File: config.mk
export PLATFORM = sky130hd
export DESIGN_NAME = dma_cmd_decoder
export DESIGN_NICKNAME = d
export VERILOG_FILES = /design/src/rtl/cbd_pkg.sv /design/src/rtl/cbd_classify.sv /design/src/rtl/cbd_plan.sv /design/src/rtl/cbd_follow_queue.sv /design/src/rtl/dma_cmd_decoder.sv
export SDC_FILE = /design/constraint.sdc
export NUM_CORES = 1
export LEC_CHECK = 0
export CAP_MARGIN = 20
export CORE_ASPECT_RATIO = 1.5
export CORE_MARGIN = 2
export CORE_UTILIZATION = 45
export DETAILED_ROUTE_END_ITERATION = 8
export PLACE_DENSITY = 0.73
export SLEW_MARGIN = 20
export SYNTH_ARGS = -nofsm -noshare
export SYNTH_HDL_FRONTEND = slang
export SYNTH_HIERARCHICAL = 1
export SYNTH_SLANG_ARGS = --single-unit
export TNS_END_PERCENT = 100
File: constraint.sdc
create_clock -name clk -period 3.6 [get_ports clk]
set_input_delay 0.36 -clock clk [delete_from_list [all_inputs] [get_ports clk]]
set_output_delay 0.36 -clock clk [all_outputs]
set_load 0.02 [all_outputs]
File: src/rtl/cbd_pkg.sv
package cbd_pkg;
   // parameter register identifiers, used as follow-list entries
   typedef enum logic [3:0] {
      P_A_LO, P_A_HI, P_LEN_LO, P_LEN_HI,
      P_A_TIM, P_B_TIM, P_MASK, P_MATCH,
      P_B_LO, P_B_HI, P_INTC, P_PULSE,
      P_VEC, P_RDMASK
   } preg_e;
   localparam int NUM_PREG = 14;

   // write-register groups; G_BAD marks a byte that fits none
   typedef enum logic [2:0] {
      G0, G1, G2, G3, G4, G5, G6, G_BAD
   } grp_e;
   localparam int NUM_GRP = 7;

   // immediate command codes in group 6
   localparam logic [7:0] CMD_LOAD    = 8'hCF;
   localparam logic [7:0] CMD_ENABLE  = 8'h87;
   localparam logic [7:0] CMD_DISABLE = 8'h83;
   localparam logic [7:0] CMD_RESET   = 8'hC3;
   localparam logic [7:0] CMD_RDMASK  = 8'hBB;
endpackage

File: src/rtl/cbd_classify.sv
module cbd_classify
   import cbd_pkg::*;
#(
   parameter int DW = 8
) (
   input  logic [DW-1:0] d,
   output grp_e          grp
);
   if (DW != 8) begin : g_bad_dw
      $error("cbd_classify: command codes are byte wide");
   end

   // first match wins; the order is part of the decode
   always_comb begin
      if ((d & 8'h87) == 8'h00)      grp = G2;
      else if ((d & 8'h87) == 8'h04) grp = G1;
      else if (!d[7])                grp = G0;
      else if ((d & 8'h83) == 8'h80) grp = G3;
      else if ((d & 8'h83) == 8'h81) grp = G4;
      else if ((d & 8'hC7) == 8'h82) grp = G5;
      else if ((d & 8'h83) == 8'h83) grp = G6;
      else                           grp = G_BAD;
   end
endmodule

File: src/rtl/cbd_plan.sv
module cbd_plan
   import cbd_pkg::*;
#(
   parameter int DW     = 8,
   parameter int QDEPTH = 4,
   localparam int CW    = $clog2(QDEPTH + 1),
   localparam int IW    = (QDEPTH > 1) ? $clog2(QDEPTH) : 1
) (
   input  logic [DW-1:0] d,
   input  grp_e          grp,
   input  logic          rebuild,
   output preg_e         list [QDEPTH],
   output logic [CW-1:0] cnt,
   output logic          do_load,
   output logic          do_en,
   output logic          do_dis,
   output logic          do_rst,
   output logic          bad
);
   localparam int NCAND = 4;

   if (QDEPTH < NCAND) begin : g_bad_depth
      $error("cbd_plan: QDEPTH must hold the longest follow list");
   end

   preg_e cand_id [NCAND];
   logic [NCAND-1:0] cand_v;

   // candidate slots in their fixed order, then compacted
   always_comb begin
      cand_v  = '0;
      for (int k = 0; k < NCAND; k++) cand_id[k] = P_A_LO;
      do_load = 1'b0;
      do_en   = 1'b0;
      do_dis  = 1'b0;
      do_rst  = 1'b0;
      bad     = 1'b0;
      if (rebuild) begin
         cand_v[0] = d[3]; cand_id[0] = P_PULSE;
         cand_v[1] = d[4]; cand_id[1] = P_VEC;
      end else begin
         case (grp)
            G0: begin
               cand_v[0] = d[3]; cand_id[0] = P_A_LO;
               cand_v[1] = d[4]; cand_id[1] = P_A_HI;
               cand_v[2] = d[5]; cand_id[2] = P_LEN_LO;
               cand_v[3] = d[6]; cand_id[3] = P_LEN_HI;
            end
            G1: begin
               cand_v[0] = d[6]; cand_id[0] = P_A_TIM;
            end
            G2: begin
               cand_v[0] = d[6]; cand_id[0] = P_B_TIM;
            end
            G3: begin
               cand_v[0] = 1'b1; cand_id[0] = P_MASK;
               cand_v[1] = d[4]; cand_id[1] = P_MATCH;
            end
            G4: begin
               cand_v[0] = d[2]; cand_id[0] = P_B_LO;
               cand_v[1] = d[3]; cand_id[1] = P_B_HI;
               cand_v[2] = d[4]; cand_id[2] = P_INTC;
            end
            G5: ;
            G6: begin
               case (d)
                  CMD_LOAD:    do_load = 1'b1;
                  CMD_ENABLE:  do_en   = 1'b1;
                  CMD_DISABLE: do_dis  = 1'b1;
                  CMD_RESET:   do_rst  = 1'b1;
                  CMD_RDMASK: begin
                     cand_v[0] = 1'b1; cand_id[0] = P_RDMASK;
                  end
                  default:     bad     = 1'b1;
               endcase
            end
            default: bad = 1'b1;
         endcase
      end
   end

   always_comb begin
      cnt = '0;
      for (int q = 0; q < QDEPTH; q++) list[q] = P_A_LO;
      for (int k = 0; k < NCAND; k++) begin
         if (cand_v[k]) begin
            list[cnt[IW-1:0]] = cand_id[k];
            cnt = cnt + 1'b1;
         end
      end
   end
endmodule

File: src/rtl/cbd_follow_queue.sv
module cbd_follow_queue
   import cbd_pkg::*;
#(
   parameter int QDEPTH = 4,
   localparam int CW    = $clog2(QDEPTH + 1),
   localparam int IW    = (QDEPTH > 1) ? $clog2(QDEPTH) : 1
) (
   input  logic          clk,
   input  logic          rst_n,
   input  logic          load,
   input  preg_e         load_list [QDEPTH],
   input  logic [CW-1:0] load_cnt,
   input  logic          advance,
   output logic          pending,
   output preg_e         head
);
   preg_e         q [QDEPTH];
   logic [CW-1:0] num;
   logic [CW-1:0] cur;

   always_ff @(posedge clk or negedge rst_n) begin
      if (!rst_n) begin
         num <= '0;
         cur <= '0;
         for (int i = 0; i < QDEPTH; i++) q[i] <= P_A_LO;
      end else if (load) begin
         num <= load_cnt;
         cur <= '0;
         for (int i = 0; i < QDEPTH; i++) q[i] <= load_list[i];
      end else if (advance) begin
         if (cur + 1'b1 >= num) begin
            num <= '0;
            cur <= '0;
         end else begin
            cur <= cur + 1'b1;
         end
      end
   end

   assign pending = (num != '0);
   assign head    = q[cur[IW-1:0]];

   // list bounded by its storage, cursor inside the list
   assert_no_overflow_R12: assert property (@(posedge clk) disable iff (!rst_n)
      (num <= CW'(QDEPTH)) && (!pending || cur < num));

   // consuming the final entry empties the list
   assert_drain_R12: assert property (@(posedge clk) disable iff (!rst_n)
      (advance && !load && pending && (cur + 1'b1 >= num)) |=> !pending);
endmodule

File: src/rtl/dma_cmd_decoder.sv
module dma_cmd_decoder
   import cbd_pkg::*;
#(
   parameter int DW     = 8,
   parameter int QDEPTH = 4,
   localparam int AW    = 2 * DW,
   localparam int CW    = $clog2(QDEPTH + 1)
) (
   input  logic                clk,
   input  logic                rst_n,
   input  logic                wr_en,
   input  logic [DW-1:0]       wr_data,
   output logic [NUM_GRP*DW-1:0] base_regs,
   output logic [AW-1:0]       a_addr,
   output logic [AW-1:0]       b_addr,
   output logic [AW-1:0]       blk_len,
   output logic [DW-1:0]       a_timing,
   output logic [DW-1:0]       b_timing,
   output logic [DW-1:0]       mask_byte,
   output logic [DW-1:0]       match_byte,
   output logic [DW-1:0]       irq_ctrl,
   output logic [DW-1:0]       pulse_ctrl,
   output logic [DW-1:0]       irq_vector,
   output logic [DW-1:0]       rd_mask,
   output logic                load_stb,
   output logic                reset_stb,
   output logic                dma_en,
   output logic                cmd_err
);
   if (DW != 8) begin : g_bad_dw
      $error("dma_cmd_decoder: control port is byte wide");
   end

   grp_e          grp;
   preg_e         plan_list [QDEPTH];
   logic [CW-1:0] plan_cnt;
   logic          do_load, do_en, do_dis, do_rst, bad;
   logic          pending;
   preg_e         head;
   logic          base_wr, param_wr, intc_wr, q_load;
   logic [DW-1:0] preg [NUM_PREG];

   cbd_classify #(.DW(DW)) u_classify (
      .d   (wr_data),
      .grp (grp)
   );

   cbd_plan #(.DW(DW), .QDEPTH(QDEPTH)) u_plan (
      .d       (wr_data),
      .grp     (grp),
      .rebuild (pending),
      .list    (plan_list),
      .cnt     (plan_cnt),
      .do_load (do_load),
      .do_en   (do_en),
      .do_dis  (do_dis),
      .do_rst  (do_rst),
      .bad     (bad)
   );

   assign base_wr  = wr_en && !pending;
   assign param_wr = wr_en && pending;
   assign intc_wr  = param_wr && (head == P_INTC);
   assign q_load   = (base_wr && (grp != G_BAD)) || intc_wr;

   cbd_follow_queue #(.QDEPTH(QDEPTH)) u_queue (
      .clk       (clk),
      .rst_n     (rst_n),
      .load      (q_load),
      .load_list (plan_list),
      .load_cnt  (plan_cnt),
      .advance   (param_wr),
      .pending   (pending),
      .head      (head)
   );

   // parameter registers, one per follow-list identifier
   for (genvar i = 0; i < NUM_PREG; i++) begin : g_preg
      always_ff @(posedge clk or negedge rst_n) begin
         if (!rst_n)                                 preg[i] <= '0;
         else if (param_wr && (head == preg_e'(i)))  preg[i] <= wr_data;
      end
   end

   // base register per group
   for (genvar g = 0; g < NUM_GRP; g++) begin : g_base
      always_ff @(posedge clk or negedge rst_n) begin
         if (!rst_n)                              base_regs[g*DW +: DW] <= '0;
         else if (base_wr && (grp == grp_e'(g)))  base_regs[g*DW +: DW] <= wr_data;
      end
   end

   always_ff @(posedge clk or negedge rst_n) begin
      if (!rst_n) begin
         dma_en    <= 1'b0;
         cmd_err   <= 1'b0;
         load_stb  <= 1'b0;
         reset_stb <= 1'b0;
      end else begin
         load_stb  <= base_wr && do_load;
         reset_stb <= base_wr && do_rst;
         if (base_wr && do_en)       dma_en <= 1'b1;
         else if (base_wr && do_dis) dma_en <= 1'b0;
         if (base_wr && bad)         cmd_err <= 1'b1;
      end
   end

   assign a_addr     = {preg[P_A_HI],   preg[P_A_LO]};
   assign b_addr     = {preg[P_B_HI],   preg[P_B_LO]};
   assign blk_len    = {preg[P_LEN_HI], preg[P_LEN_LO]};
   assign a_timing   = preg[P_A_TIM];
   assign b_timing   = preg[P_B_TIM];
   assign mask_byte  = preg[P_MASK];
   assign match_byte = preg[P_MATCH];
   assign irq_ctrl   = preg[P_INTC];
   assign pulse_ctrl = preg[P_PULSE];
   assign irq_vector = preg[P_VEC];
   assign rd_mask    = preg[P_RDMASK];

   // error flag is sticky
   assert_err_sticky_R11: assert property (@(posedge clk) disable iff (!rst_n)
      cmd_err |=> cmd_err);

   // enable moves only on a base write
   assert_en_hold_R9: assert property (@(posedge clk) disable iff (!rst_n)
      (!wr_en || pending) |=> $stable(dma_en));

   // strobes only follow a write
   assert_load_after_wr_R8: assert property (@(posedge clk) disable iff (!rst_n)
      load_stb |-> $past(wr_en));
   assert_reset_after_wr_R13: assert property (@(posedge clk) disable iff (!rst_n)
      reset_stb |-> $past(wr_en));

   // an idle cycle leaves the assembled parameters alone
   assert_idle_hold_R14: assert property (@(posedge clk) disable iff (!rst_n)
      !wr_en |=> ($stable(a_addr) && $stable(b_addr) && $stable(blk_len)
                  && $stable(base_regs)));
endmodule

# [Word level (Yosys, flattened, before mapping)]
# Cells that the tools add are included.
[op_classes] addsub=4 n_lt_le_gt_ge=8 n_eq_ne=30 muxes=64 bitwise_logic=4 reduce_logical=46
[op_table] cell="$bwmux W16" n=3
[op_table] cell="$mux W16" n=3
[op_table] cell="$mux W3" n=15
[op_table] cell="$eq A8 B8 Y1 const B" n=5
[op_table] cell="$logic_and A1 B1 Y1" n=32
[op_table] cell="$mux W4" n=7
[op_table] cell="$demux W4 S2" n=3
[op_table] cell="$eq A4 B4 Y1 const B" n=6
[op_table] cell="$eq A4 B3 Y1 const B" n=5
[op_table] cell="$mux W1" n=20
[op_table] cell="$pmux W4 S5" n=1
[op_table] cell="$eq A3 B3 Y1 const B" n=6
[op_table] cell="$mux W8" n=2
[op_table] cell="$ge A3 B3 Y1 const B" n=4
[op_table] cell="$pmux W4 S3" n=1
[op_table] cell="$add A3 B1 Y3 const B" n=3
[op_table] cell="$lt A3 B1 Y1 const B" n=3
[op_table] cell="$not A2 Y3" n=3
[op_table] cell="$bmux W4 S2" n=1
[op_table] cell="$eq A4 B2 Y1 const B" n=2
[op_table] cell="$logic_not A8 Y1" n=1
[op_table] cell="$pmux W4 S2" n=1
[op_table] cell="$eq A3 B2 Y1 const B" n=2
[op_table] cell="$mux W2" n=3
[op_table] cell="19 further kinds" n=24
[totals] ff_bits=194 input_bits=11 out_inout_bits=172

# [Logic depth before layout (Yosys ltp)]
# Gate-level depths: netlist of run 1.
[logic_depth] depth_word=24 mapped_depth=16 ltp_nobuf=15

# [Hierarchy]
# The synthesis of run 1 kept the hierarchy.
[by_module_without_submodules] module="dma_cmd_decoder" n_inst=1 cells_per_inst=405 area_each_um2=6576.3 seq_area_each_um2=4304.1
[by_module_without_submodules] module="cbd_follow_queue" n_inst=1 cells_per_inst=70 area_each_um2=1029.7 seq_area_each_um2=550.5
[by_module_without_submodules] module="cbd_plan" n_inst=1 cells_per_inst=107 area_each_um2=721.9 seq_area_each_um2=0.0
[by_module_without_submodules] module="cbd_classify" n_inst=1 cells_per_inst=8 area_each_um2=51.3 seq_area_each_um2=0.0

# [Least setup slack after synthesis of run 1]
# Ideal clock, no wire load.
[synth_path] path_type="input to register" from="in wr_data[0]" to="reg u_queue.num[1]" setup_ns=0.121 arrival_time_ns=3.297 required_time_ns=3.479 setup_slack_ns=0.182 cell_stages=14 path_cell_list="o31ai_1 -> a221oi_2 -> buf_6 -> inv_1 -> nor4_1 -> a22o_1 -> nor2_2 -> inv_1 -> ha_1 -> xnor2_1 -> inv_1 -> ha_1 -> mux2_2 -> a22o_1"
[synth_between] elab_cells_between_ends=43
[synth_lines] item="from (decl)" line_no="dma_cmd_decoder.sv:12" text="input logic [DW-1:0] wr_data,"
[synth_lines] item="$eq A5 B5 Y1" line_no="cbd_classify.sv:20" text="else if ((d & 8'hC7) == 8'h82) grp = G5;"
[synth_lines] item="$mux W3" line_no="cbd_classify.sv:20"
[synth_lines] item="$mux W3" line_no="cbd_classify.sv:19" text="else if ((d & 8'h83) == 8'h81) grp = G4;"
[synth_lines] item="$mux W3" line_no="cbd_classify.sv:18" text="else if ((d & 8'h83) == 8'h80) grp = G3;"
[synth_lines] item="$mux W3" line_no="cbd_classify.sv:17" text="else if (!d[7]) grp = G0;"
[synth_lines] item="$mux W3" line_no="cbd_classify.sv:16" text="else if ((d & 8'h87) == 8'h04) grp = G1;"
[synth_lines] item="$mux W3 (*)" line_no="cbd_classify.sv:15" text="if ((d & 8'h87) == 8'h00) grp = G2;"
[synth_lines] item="named net grp[1]" line_no="dma_cmd_decoder.sv:34" text="grp_e grp;"
[synth_lines] item="[... 5 more ...]"
[synth_lines] item="$add A1 B1 Y2" line_no="cbd_plan.sv:88" text="cnt = cnt + 1'b1;"
[synth_lines] item="$mux W3" line_no="cbd_plan.sv:86" text="if (cand_v[k]) begin"
[synth_lines] item="$add A3 B1 Y3" line_no="cbd_plan.sv:88"
[synth_lines] item="$mux W3" line_no="cbd_plan.sv:86"
[synth_lines] item="$add A3 B1 Y3" line_no="cbd_plan.sv:88"
[synth_lines] item="$mux W3 (*)" line_no="cbd_plan.sv:86"
[synth_lines] item="named net plan_cnt[1]" line_no="dma_cmd_decoder.sv:36" text="logic [CW-1:0] plan_cnt;"
[synth_lines] item="$mux W3 (*)" line_no="cbd_follow_queue.sv:26" text="end else if (load) begin"
[synth_lines] item="to (signal assigned)" line_no="cbd_follow_queue.sv:27" text="num <= load_cnt;"
[synth_lines] item="to (decl)" line_no="cbd_follow_queue.sv:18" text="logic [CW-1:0] num;"
# The timed path passes the listed nets; every way through them passes the cells marked *.
# A chain may end at the register's enable or synchronous reset.

# [Final worst setup path of run 1]
[layout_path] from="in wr_data[2]" to="reg u_queue.num[1]"
# Same word-level chain as after synthesis.

==> reports/qor.yml, run 1 <==
syn_avg_cell_area_um2: 14.2
powerDensity_nw_per_um2: 891
gp_congestion: 0.864
fp-row-count: 61
cts_tree: "done"
synth_ff_type: "dfrtp_1"
combPwrFrac: 0.465
worstMarginPinSlew_ps: 861
grt_max_degree: 111
fin_skew_ps: 14.2
synth_area_um2: 8380
ant_nets: 0
cts_root_buf: "clkbuf_16"
synth_edf_count: 0
core_area_um2: 18400
drc: 0
grt_overflow_total: 0
endpoint_kind: "flip-flop"
final_layout_size_suffix_gt1_frac: 0.359
worstRegToRegCells: 11
synth_cells: 590
ys.warnings.count: 6
ys_seq_elements: 194
worstPathRequired_ps: 3920
cts_max_path_buffers: 2
final_cell_mix: "194 x dfrtp_1, 185 x mux2_2, 181 x clkdlybuf4s50_1"
ir_drop_uv: 402
clkPwrFrac: 0.184
drtIter0Drc: 343
hold_path_class: "primary input to async pin"
io_pins: 183
fin_nets: 825
area_growth_pct: 34.9
dieWidth_um: 115
start_util: 0.456
fillCellCount: 1486
die_h_um: 171
outcome: "finished clean"
fin_crit_sh: 0.958
wire_per_inst_um: 20.2
final_common_cell: "dfrtp_1"
path_max_fanout: 6
dr.pass1.iters: 4
synth_async_sr_flop_share: 1.00
placement.io_buffers: 182
switching_share: 0.359
hold_slack_ps: 35.6
clk_pin_slew_worst_paths_ps: 70
synth_cell_types: 57
hold_viol: 0
critical_path_class: "primary input to flip-flop"
yosysSeqAreaShare: 0.579
slew_violations: 0
first_global_vias: 5953
fmaxAchievable_ghz: 0.290
ctsHoldBuffers: 0
dpl.hpwl_mm: 15.5
cp.arrival_ps: 3770
via_per_inst: 5.24
grt_usage: 0.225
htreeDepth: 4
worst-path-buf-inv: 5
crit_slowest_cell: "clkdlybuf4s50_1"
path_delay_family: "compound AO/OA/AOI/OAI gates"
intPower_uw: 6450
reg2reg_from: "u_queue/num[1]$_DFFE_PN0P_"
grt_pass1_wl_mm: 33.5
diodes: 0
cts.sinks: 194
fin_util: 0.614
clk_latency_ps: 440
critPathLaunchType: "primary input"
antenna_found_initial: 0
maxCapViolCount: 0
slowest_delay_ps: 530
die-area_um2: 19800
wl_mm: 21.6
rr_endpoint: "u_queue/num[1]$_DFFE_PN0P_"
max-slew-margin-rel: 0.426
reg2reg_slack_ps: 440
fin_crit_ps: 3450
p_switching_uw: 3610
path_cells: "clkdlybuf4s50_1 > o31ai_1 > a221oi_2 > buf_4 > buf_4 > o21ai_0 > a31o_2 > a21oi_4 > nor2_2 > inv_1 > ha_1 > xnor2_2 > inv_1 > ha_1 > mux2_2 > a22o_1"
p_leak_uw: 0.00510
seq_power_share: 0.351
setup-violations-final: 0
cts-buffers-inserted: 17
vias: 5600
==> cells by family (layout without fill, tap and decap cells) <==
group | Yosys count | in the layout | share of synthesized area
DFF | 194 | 194 | 0.579
and+or+nand+nor | 91 | 91 | 0.0673
other | 1 | 2 | 0.000448
muxes | 192 | 192 | 0.263
buffers and inverters | 51 | 276 | 0.0281
AOI/OAI and AO/OA | 45 | 45 | 0.0402
adders and majority gates | 11 | 11 | 0.0164
xor gates and xnor gates | 5 | 5 | 0.00523
==> metal layers <==
layer  part of all wire  wire length, um  GRT usage
met1               0.39             8310      0.261
met2               0.54            11600      0.408
met3              0.051             1100     0.0503
met4              0.023              491     0.0733
met5                  0                0          0
==> synth_stat cells, types with 2 or more instances <==
cell type | count | area share
mux2i_1 | 3 | 0.0036
and2_1 | 4 | 0.0030
nor4_1 | 2 | 0.0015
ha_1 | 11 | 0.016
dfrtp_1 | 194 | 0.58
nor2_1 | 13 | 0.0058
a31oi_1 | 2 | 0.0015
o21ai_0 | 9 | 0.0054
a22o_1 | 7 | 0.0073
nand2_1 | 17 | 0.0076
a21o_1 | 5 | 0.0045
buf_4 | 3 | 0.0027
nand3b_1 | 2 | 0.0018
nor3_4 | 2 | 0.0039
xor2_1 | 3 | 0.0031
clkbuf_1 | 18 | 0.0081
nand3_1 | 10 | 0.0060
a21oi_1 | 6 | 0.0036
and3_1 | 2 | 0.0015
nor3_1 | 3 | 0.0018
xnor2_1 | 2 | 0.0021
nand4_1 | 2 | 0.0015
nand2b_1 | 8 | 0.0060
and4b_1 | 2 | 0.0024
inv_1 | 14 | 0.0063
buf_6 | 2 | 0.0027
nor2_2 | 8 | 0.0060
nor2b_1 | 5 | 0.0037
o21ai_1 | 2 | 0.0012
mux2_2 | 185 | 0.25
mux4_2 | 4 | 0.011
buf_2 | 14 | 0.0084
nand4b_1 | 2 | 0.0021
==> state kept, by name (all words and copies together), names as in the netlist, 16 cells and up <==
| register | count |
|---|---|
| a_addr | 16 |
| u_queue/q | 16 |
| b_addr | 16 |
| base_regs | 56 |
| blk_len | 16 |
==> stage by stage <==
stage / setup TNS (ps) / cells / instance area, um^2 / setup slack, ps / power [uW]
2_1_floorplan: 0 / 591 / 8380 / 182 / 5950
4_1_cts: 0 / 1066 / 11300 / 11.6 / 10100
3_3_place_gp: -1540 / 1034 / 10700 / -239 / 8130
3_5_place_dp: -2970 / 1034 / 10700 / -406 / 8260
6_report: 0 / 1068 / 11300 / 152 / 10100
5_1_grt: -33.3 / 1068 / 11300 / -27.6 / 10600
==> power groups by stage <==
stage	registers [uW]	clock network (uW)	logic [uW]
5_1_grt	3640	1980	4980
3_3_place_gp	3520	0	4600
2_1_floorplan	4480	0	1480
4_1_cts	3540	1890	4710
6_report	3530	1850	4690
3_5_place_dp	3570	0	4690
==> worst max-delay path by stage <==
stage          startpoint  cells past startpoint  slack, ps                          to
5_1_grt        wr_data[2]                     16        -30  u_queue/num[1]$_DFFE_PN0P_
6_report       wr_data[2]                     16        150  u_queue/num[1]$_DFFE_PN0P_
2_1_floorplan  wr_data[0]                     14        180  u_queue/num[1]$_DFFE_PN0P_
4_1_cts        wr_data[2]                     15         10  u_queue/num[1]$_DFFE_PN0P_
3_5_place_dp   wr_data[2]                     15       -410  u_queue/num[1]$_DFFE_PN0P_
3_3_place_gp   wr_data[2]                     15       -240  u_queue/num[1]$_DFFE_PN0P_
==> area by class of cell <==
class                   instances  area, um^2  area share
well taps                     252         315      0.0279
repair buffers                230        2190       0.193
multi-input cells             346        3300       0.292
flip-flops and latches        194        4850       0.430
inverters                      14        52.6     0.00465
clock buffers                  21         480      0.0425
clock inverters                11         113     0.00996
==> worst register-to-register path: cells and delay by family (launching register included) <==
family / cells / cell delay, ps
AOI/OAI and AO/OA: 2 / 510
and+or+nand+nor: 2 / 570
adders and majority gates: 2 / 640
muxes: 1 / 260
xor gates and xnor gates: 1 / 260
DFF: 1 / 400
buffers and inverters: 3 / 400
==> repair_timing <==
action                                  CTS  global route
setup buffers                             0             2
resized for setup                         0             1
endpoints found under the setup margin    0            10
Note: power is estimated with default switching activity, not from simulation.
==> run 2, diff against run 1 <==
--- a/config.mk
+++ b/config.mk
@@ -10,6 +10,7 @@
 export CORE_MARGIN = 2
 export CORE_UTILIZATION = 45
 export DETAILED_ROUTE_END_ITERATION = 8
+export HOLD_SLACK_MARGIN = 0.1
 export PLACE_DENSITY = 0.73
 export SLEW_MARGIN = 20
 export SYNTH_ARGS = -nofsm -noshare
==> run 2 against run 1 <==
Count of clock-buffer cells in the layout stayed put; total power hardly changed; via count is 0.11% higher; global-route usage stayed put; fmax hardly changed; routed wire length hardly changed; worst setup slack hardly changed; core utilization is 0.054 points higher; worst hold slack better by 440 ps; highest routed layer unchanged; critical path type unchanged; clock skew is 0.93 ps higher; non-clock buffer count is 1 higher; sequential share of layout area hardly changed.
==> reports/qor.yml, run 2 (synthesis results as in run 1) <==
outcome: "finished clean"  # unchanged
path_delay_family: "compound AO/OA/AOI/OAI gates"  # unchanged
min_from: "cmd_err$_DFFE_PN0P_"
p_switching_uw: 3610  # about the same
switching_share: 0.359  # about the same
register_area_um2: 4850  # unchanged
grt_usage: 0.225  # unchanged
fp-row-count: 61  # unchanged
clkPwrFrac: 0.184  # about the same
htreeDepth: 4  # unchanged
fin_crit_ps: 3450  # about the same
maxCapViolCount: 0  # unchanged
grt_overflow_total: 0  # unchanged
antenna_found_initial: 0  # unchanged
wire_per_inst_um: 20.2  # about the same
worstPathRequired_ps: 3920  # about the same
cts_root_buf: "clkbuf_16"  # unchanged
critPathLaunchType: "primary input"  # unchanged
endpoint_kind: "flip-flop"  # unchanged
fin_util: 0.615  # was 0.614
fin_nets: 826  # was 825
hold_path_class: "flip-flop to flip-flop"  # was primary input to async pin
drtIter0Drc: 335  # was 343
crit_start: "wr_data[2]"  # unchanged
final_layout_size_suffix_gt1_frac: 0.359  # about the same
start_util: 0.456  # unchanged
powerDensity_nw_per_um2: 890  # was 891 nW/um^2
critical_path_class: "primary input to flip-flop"  # unchanged
core_area_um2: 18400  # unchanged
crit_slowest_cell: "clkdlybuf4s50_1"  # unchanged
area_growth_pct: 35.0  # was 34.9%
grt_pass1_wl_mm: 33.5  # unchanged
cts_tree: "done"  # unchanged
clk_latency_ps: 440  # about the same
regMostFlops: "base_regs"  # unchanged
vias: 5606  # was 5,600
fin_crit_sh: 0.958  # about the same
largest_reg_flops: 56  # unchanged
first_global_vias: 5953  # unchanged
grt_max_degree: 111  # unchanged
gp_congestion: 0.864  # unchanged
dieWidth_um: 115  # unchanged
multi_input_area_um2: 3300  # unchanged
clk_pin_slew_worst_paths_ps: 70  # about the same
slew_violations: 0  # unchanged
reg2reg_from: "u_queue/num[1]$_DFFE_PN0P_"  # unchanged
setup-violations-final: 0  # unchanged
cp.arrival_ps: 3770  # about the same
intPower_uw: 6450  # about the same
worstMarginPinSlew_ps: 863  # was 861 ps
fin_skew_ps: 15.2  # was 14.2 ps
die_h_um: 171  # unchanged
dpl.hpwl_mm: 15.5  # unchanged
cts-buffers-inserted: 17  # unchanged
via_per_inst: 5.24  # about the same
hold_viol: 0  # unchanged
placed_cell_area_um2: 10700  # unchanged
final_common_cell: "dfrtp_1"  # unchanged
placement.io_buffers: 182  # unchanged
hold_slack_ps: 478  # was 35.6 ps
cts.sinks: 194  # unchanged
cts_max_path_buffers: 2  # unchanged
ant_nets: 0  # unchanged
wl_mm: 21.5  # was 21.6 mm
seq_power_share: 0.351  # about the same
path_cells: "clkdlybuf4s50_1 > o31ai_1 > a221oi_2 > buf_4 > buf_4 > o21ai_0 > a31o_2 > a21oi_4 > nor2_2 > inv_1 > ha_1 > xnor2_2 > inv_1 > ha_1 > mux2_2 > a22o_1"  # unchanged
worst-path-buf-inv: 5  # unchanged
path_max_fanout: 6  # unchanged
p_leak_uw: 0.00511  # was 0.00510 uW
combPwrFrac: 0.466  # was 0.465
fmaxAchievable_ghz: 0.290  # about the same
post-route-cell-area_um2: 11300  # about the same
ir_drop_uv: 402  # about the same
diodes: 0  # unchanged
drc: 0  # unchanged
max-slew-margin-rel: 0.425  # was 0.426
fillCellCount: 1483  # was 1,486
die-area_um2: 19800  # unchanged
io_pins: 183  # unchanged
final_cell_mix: "194 x dfrtp_1, 185 x mux2_2, 181 x clkdlybuf4s50_1"  # unchanged
slowest_delay_ps: 530  # about the same
dr.pass1.iters: 4  # unchanged
## run 2: changes by cell type in the layout (fill, tap and decap cells not counted), sizes merged
cell	previous run	this run
dlygate4sd3	0	1
## run 2: worst paths after layout
kind	endpoint	slack [ps]	cells past startpoint
worst max-delay path	u_queue/num[1]$_DFFE_PN0P_	150	16
worst min-delay path	cmd_err$_DFFE_PN0P_	480	1
max in group asynchronous	a_addr[11]$_DFFE_PN0P_	1960	3
worst min register to register	cmd_err$_DFFE_PN0P_	480	1
min in group asynchronous	base_regs[4]$_DFFE_PN0P_	610	2
worst max register to register	u_queue/num[1]$_DFFE_PN0P_	440	11
## run 2: routing by layer
layer | GRT usage | vias up | wire length [um]
li1 | - | 2516 | -
met5 | 0 | - | 0
met3 | 0.0503 | 29 | 1120
met1 | 0.261 | 2893 | 8260
met2 | 0.408 | 168 | 11700
met4 | 0.0733 | 0 | 472
## run 2: worst register-to-register path, cell delays in order, from the launching register on
cell     delay [ps]
dfrtp_1         400
or3_1           430
buf_4           240
a22o_1          280
nor2_2          150
inv_1            60
ha_1            340
xnor2_2         260
inv_1           100
ha_1            300
mux2_2          260
a22o_1          230
## run 2: power by group through the flow
| stage | logic (uW) | clock network [uW] | registers (uW) |
|---|---|---|---|
| 6_report | 4690 | 1850 | 3530 |
| 2_1_floorplan | 1480 | 0 | 4480 |
| 4_1_cts | 4710 | 1890 | 3540 |
| 5_1_grt | 4980 | 1980 | 3640 |
| 3_3_place_gp | 4600 | 0 | 3520 |
| 3_5_place_dp | 4690 | 0 | 3570 |
## run 2: final cells by class
class | count | share of cell area
Timing Repair Buffer | 231 | 0.194
Clock buffer | 21 | 0.0425
Tap cell | 252 | 0.0279
Sequential cell | 194 | 0.429
Clock inverter | 11 | 0.00995
Multi-Input combinational cell | 346 | 0.292
Inverter | 14 | 0.00465
## run 2: repair_timing
item                                    4_1_cts  5_1_grt
hold buffers                                  1        0
endpoints found under the setup margin        0       10
buffers inserted                              0        2
hold endpoints to repair                     92        0
resized for setup                             0        1
## run 2: per-stage QoR
step	power (uW)	setup TNS (ps)	setup WS, ps	instances
2_1_floorplan	5950	0	182	591
3_3_place_gp	8130	-1540	-239	1034
3_5_place_dp	8260	-2970	-406	1034
4_1_cts	10100	0	11.6	1067
5_1_grt	10600	-33.3	-27.6	1069
6_report	10100	0	153	1069
